## src/rtl/refclk_power_seq.sv

```systemverilog
module refclk_power_seq #(
  parameter int STOP_CYCLES = 64,
  parameter int FULL_WAIT   = 4096,
  parameter int SHORT_WAIT  = 256
) (
  input  logic       clk,
  input  logic       rst_n,
  input  logic       ref_clk,
  input  logic [1:0] mode,
  output logic       pll_en,
  output logic       sio_en,
  output logic       refs_en,
  output logic       data_valid
);
  localparam int IW = $clog2(STOP_CYCLES + 1);
  localparam int LW = $clog2(FULL_WAIT + 1);

  typedef enum logic [2:0] {S_OFF, S_LOCK, S_RUN, S_SLEEP, S_RELOCK} st_t;

  st_t          state, state_nx;
  logic [2:0]   ref_s;
  logic [1:0]   m1, m2, m3, mode_acc;
  logic [IW-1:0] idle_cnt;
  logic [LW-1:0] lock_cnt;

  wire ref_edge = ref_s[2] ^ ref_s[1];
  wire ref_rise = ref_s[1] & ~ref_s[2];
  wire stopped  = (idle_cnt == IW'(STOP_CYCLES));
  wire mode_on  = |mode_acc;
  wire [LW-1:0] lock_last = (state == S_RELOCK) ? LW'(SHORT_WAIT - 1) : LW'(FULL_WAIT - 1);
  wire lock_done = ref_rise && (lock_cnt == lock_last);

  always_ff @(posedge clk or negedge rst_n) begin
    if (!rst_n) begin
      ref_s    <= '0;
      m1       <= '0;
      m2       <= '0;
      m3       <= '0;
      mode_acc <= '0;
    end else begin
      ref_s <= {ref_s[1:0], ref_clk};
      m1    <= mode;
      m2    <= m1;
      m3    <= m2;
      if (m2 == m3) mode_acc <= m2;
    end
  end

  always_ff @(posedge clk or negedge rst_n) begin
    if (!rst_n)        idle_cnt <= '0;
    else if (ref_edge) idle_cnt <= '0;
    else if (!stopped) idle_cnt <= idle_cnt + 1'b1;
  end

  always_comb begin
    state_nx = state;
    if (!mode_on) state_nx = S_OFF;
    else begin
      case (state)
        S_OFF:    if (ref_edge) state_nx = S_LOCK;
        S_LOCK,
        S_RELOCK: if (stopped) state_nx = S_SLEEP;
                  else if (lock_done) state_nx = S_RUN;
        S_RUN:    if (stopped) state_nx = S_SLEEP;
        S_SLEEP:  if (ref_edge) state_nx = S_RELOCK;
        default:  state_nx = S_OFF;
      endcase
    end
  end

  always_ff @(posedge clk or negedge rst_n) begin
    if (!rst_n) begin
      state    <= S_OFF;
      lock_cnt <= '0;
    end else begin
      state <= state_nx;
      if (state_nx != state) lock_cnt <= '0;
      else if (ref_rise && (state == S_LOCK || state == S_RELOCK)) lock_cnt <= lock_cnt + 1'b1;
    end
  end

  assign pll_en     = (state == S_LOCK) || (state == S_RUN) || (state == S_RELOCK);
  assign sio_en     = pll_en;
  assign refs_en    = (state != S_OFF);
  assign data_valid = (state == S_RUN);
endmodule


```

## config.mk

```make
export PLATFORM = sky130hd
export DESIGN_NAME = refclk_power_seq
export DESIGN_NICKNAME = d
export VERILOG_FILES = /design/src/rtl/refclk_power_seq.sv
export SDC_FILE = /design/constraint.sdc
export NUM_CORES = 1
export LEC_CHECK = 0
export BUFFER_PORTS_ARGS = -buffer_cell sky130_fd_sc_hd__buf_2
export CORE_MARGIN = 2
export CORE_UTILIZATION = 55
export CTS_BUF_LIST = sky130_fd_sc_hd__clkbuf_8
export CTS_CLUSTER_SIZE = 10
export DETAILED_ROUTE_END_ITERATION = 8
export PLACE_DENSITY = 0.79
export SLEW_MARGIN = 20
export SYNTH_ARGS = -nofsm -noshare
export SYNTH_HDL_FRONTEND = slang
export SYNTH_SLANG_ARGS = --single-unit
```

## constraint.sdc

```tcl
create_clock -name clk -period 2.1 [get_ports clk]
set_input_delay 0.21 -clock clk [delete_from_list [all_inputs] [get_ports clk]]
set_output_delay 0.21 -clock clk [all_outputs]
set_load 0.01 [all_outputs]
```

==> flow_summary.yaml <==
run_status:
  status: "finished, final reports clean"
clock_network:
  ctsResizeCount: 0
  cts_made_buffers: 5
  cts_setup_buffers: 0
  cts.path.max_buffers: 2
  clk_pin_slew_worst_paths_ns: 0.07
  cts_tree: "done"
  cts.sinks: 34
  cts_hold_buf: 1
  clk_latency_ns: 0.29
  root_buffer: "clkbuf_8"
  htree_levels: 2
place:
  hpwl_microns: 2170
  postPlaceCellArea_sq_um: 1840
  gp_congestion: 0.798
  port-buffer-count: 8
worst_setup_path:
  r2r-start: "lock_cnt[9]$_DFFE_PN0P_"
  r2r_cells: 6
  cp-end-kind: "flip-flop"
  worstReg2RegEnd: "lock_cnt[5]$_DFFE_PN0P_"
  start_kind: "flip-flop"
  required_ns: 2.27
  critPathKind: "flip-flop to flip-flop"
  slowest_stage: "or4_1"
  timing.reg2reg.setup_slack_ns: 0.18
  startpoint: "lock_cnt[9]$_DFFE_PN0P_"
  crit_arrival_ns: 2.09
  crit_chain: "or4_1, mux2i_1, a21boi_1, o22ai_2, buf_4, nor2_1"
  critical_path.max_stage_delay_ns: 0.54
  path_max_fanout: 13
routing:
  wl_per_cell_microns: 13.3
  routed_wl_microns: 3120
  antenna_left: 0
  via_per_inst: 5.47
  vias: 1285
  drtIter0Drc: 36
  drc: 0
  drtPass1Iterations: 4
sta:
  timing.final.crit_share_pct: 91.3
  setup_tns_ns: 0
  rsz0062_at_grt: "no"
  max_freq_mhz: 522
  min_period_ns: 1.92
  holdWs_ns: 0.0249
  fin_skew_ns: 0.0113
  hold_viol: 0
  setup_viol: 0
  slew_headroom_pct: 51.8
  finalMaxSlewViolations: 0
  worst_pin_slew_ns: 0.723
logic_synthesis:
  async_flop_share_pct: 100
  synth_fp_nets: 184
  synth_edf_count: 0
  ys_types: 41
  syn_avg_cell_area_sq_um: 9.92
  yosysSeqAreaShare_pct: 49.0
  synth.area.top_cells: "dfrtp_1 49%, xnor2_1 8.1%, nor2_1 5.4%"
  yosys.area.top_type: "dfrtp_1"
  synth_top_area_share_pct: 49.0
  ys.flop_type: "dfrtp_1"
  synth.cell_area_sq_um: 1740
  synthCells: 175
  ys_warn_count: 0
  ys_seq_elements: 34
pwr:
  power.internal_w: 0.00110
  combinationalPowerShare_pct: 10.9
  clock_power_share_pct: 41.0
  ir_drop_mv: 0.660
  swShare_pct: 24.9
  power.density_nw_per_um2: 748
  p_sw_w: 0.000365
  p_seq_share_pct: 48.1
  p_leak_nw: 0.848
grt:
  grt_max_degree: 35
  grt_use_total_pct: 21.5
  overflow: 0
  antenna_found_initial: 0
  grt_pass1_vias: 1317
  grt_pass1_wl_microns: 5730
floorplanning:
  coreArea_sq_um: 3030
  dieWidth_microns: 60.2
  start_util_pct: 57.3
  dieArea_sq_um: 3620
  die_h_microns: 60.2
  rows: 20
  ios: 9
hold_path:
  hold_depth: 1
  min-delay-start: "mode[1]"
  hold_end: "m1[1]$_DFF_PN0_"
  worstHoldPathType: "input pin to flip-flop"
finish:
  diodes: 0
  final_area_sq_um: 1960
  syn2layout_area_growth_pct: 13.0
  nNetsFinal: 199
  final_layout_size_suffix_gt1_share_pct: 14.1
flow_run:
  cap_violations: 0
==> cell usage after synthesis, drive strengths merged (3+ instances only) <==
| master | count |
|---|---|
| nor2b | 4 |
| xor2 | 5 |
| and3 | 3 |
| buf | 4 |
| nand3 | 8 |
| dfrtp | 34 |
| nand4 | 5 |
| ha | 4 |
| nand2b | 3 |
| and2 | 4 |
| a21oi | 9 |
| inv | 5 |
| clkbuf | 3 |
| xnor2 | 16 |
| nor2 | 25 |
| nand2 | 9 |
| a21boi | 4 |
| nor3 | 7 |
==> worst max-delay path, delay by kind of cell, from the launching register on <==
kind / cells / cell delay, ns
AO/OA/AOI/OAI: 2 / 0.27
buffers and inverters: 1 / 0.22
flip-flops: 1 / 0.43
multiplexers: 1 / 0.28
AND/OR/NAND/NOR: 2 / 0.61
==> registers in the layout, summed over array words and instances (netlist names) <==
signal / count
lock_cnt: 13
idle_cnt: 7
ref_s: 3
state: 3
m1: 2
m2: 2
m3: 2
mode_acc: 2
==> placed cells by master (no fill, tap or decap), types with 2 or more instances in the layout <==
cell type / synthesis / final
nand4_1: 5 / 5
and2_1: 4 / 4
nor2_1: 25 / 25
a21boi_0: 3 / 3
a21oi_1: 9 / 9
mux2i_1: 2 / 2
nor2b_1: 4 / 4
o21ai_0: 2 / 2
xnor2_1: 16 / 16
clkinvlp_4: 0 / 2
xor2_1: 5 / 5
nand2_1: 9 / 9
buf_4: 1 / 6
and3_1: 3 / 3
nand2b_1: 3 / 3
ha_1: 4 / 4
dfrtp_1: 34 / 34
nor3_1: 7 / 7
nand3b_1: 2 / 2
buf_2: 1 / 8
nand3_1: 8 / 8
nand4b_1: 2 / 2
clkbuf_8: 0 / 5
inv_1: 5 / 5
==> routing by layer <==
layer | track usage, % | part of all wire (%)
met5 | 0 | 0
met4 | 7.30 | 1.6
met3 | 6.49 | 3.5
met2 | 36.8 | 50
met1 | 25.4 | 45
==> worst max-delay path by stage <==
stage / to
floorplan: lock_cnt[0]$_DFFE_PN0P_
global placement: lock_cnt[9]$_DFFE_PN0P_
detailed placement: lock_cnt[10]$_DFFE_PN0P_
CTS: lock_cnt[1]$_DFFE_PN0P_
global route: lock_cnt[8]$_DFFE_PN0P_
finish: lock_cnt[5]$_DFFE_PN0P_
==> metrics by stage <==
stage	util, %	power (W)	instances	worst slack (ns)
floorplan	-	0.000827	175	0.335
global placement	60.7	0.000866	226	0.294
detailed placement	60.7	0.000876	226	0.257
CTS	64.8	0.00148	235	0.225
global route	64.8	0.00154	235	0.0869
finish	64.8	0.00147	235	0.183
==> power by group through the flow <==
stage | clock network [W] | logic (W) | registers [W]
2_1_floorplan | 0 | 0.000115 | 0.000713
3_3_place_gp | 0 | 0.000150 | 0.000716
3_5_place_dp | 0 | 0.000157 | 0.000719
4_1_cts | 0.000618 | 0.000161 | 0.000706
5_1_grt | 0.000648 | 0.000183 | 0.000711
6_report | 0.000601 | 0.000160 | 0.000706
==> kinds of logic after synthesis <==
family                   share of synthesized area, %
AO/OA/AOI/OAI                                    7.93
adder cells (fa/ha/maj)                          2.88
flip-flops                                       49.0
AND/OR/NAND/NOR                                  24.4
XOR/XNOR                                         10.6
multiplexers                                     1.80
buffers and inverters                            3.32
==> layout make-up <==
cell class                 instances  area (sq um)
clock buffer                       5          68.8
multi-input combinational        129           827
clock inverter                     3          45.0
timing repair buffer              15          95.1
tap                               44          55.1
fill                             246          1070
inverter                           5          18.8
sequential                        34           851
No activity file was read; power rests on OpenSTA's default activity.
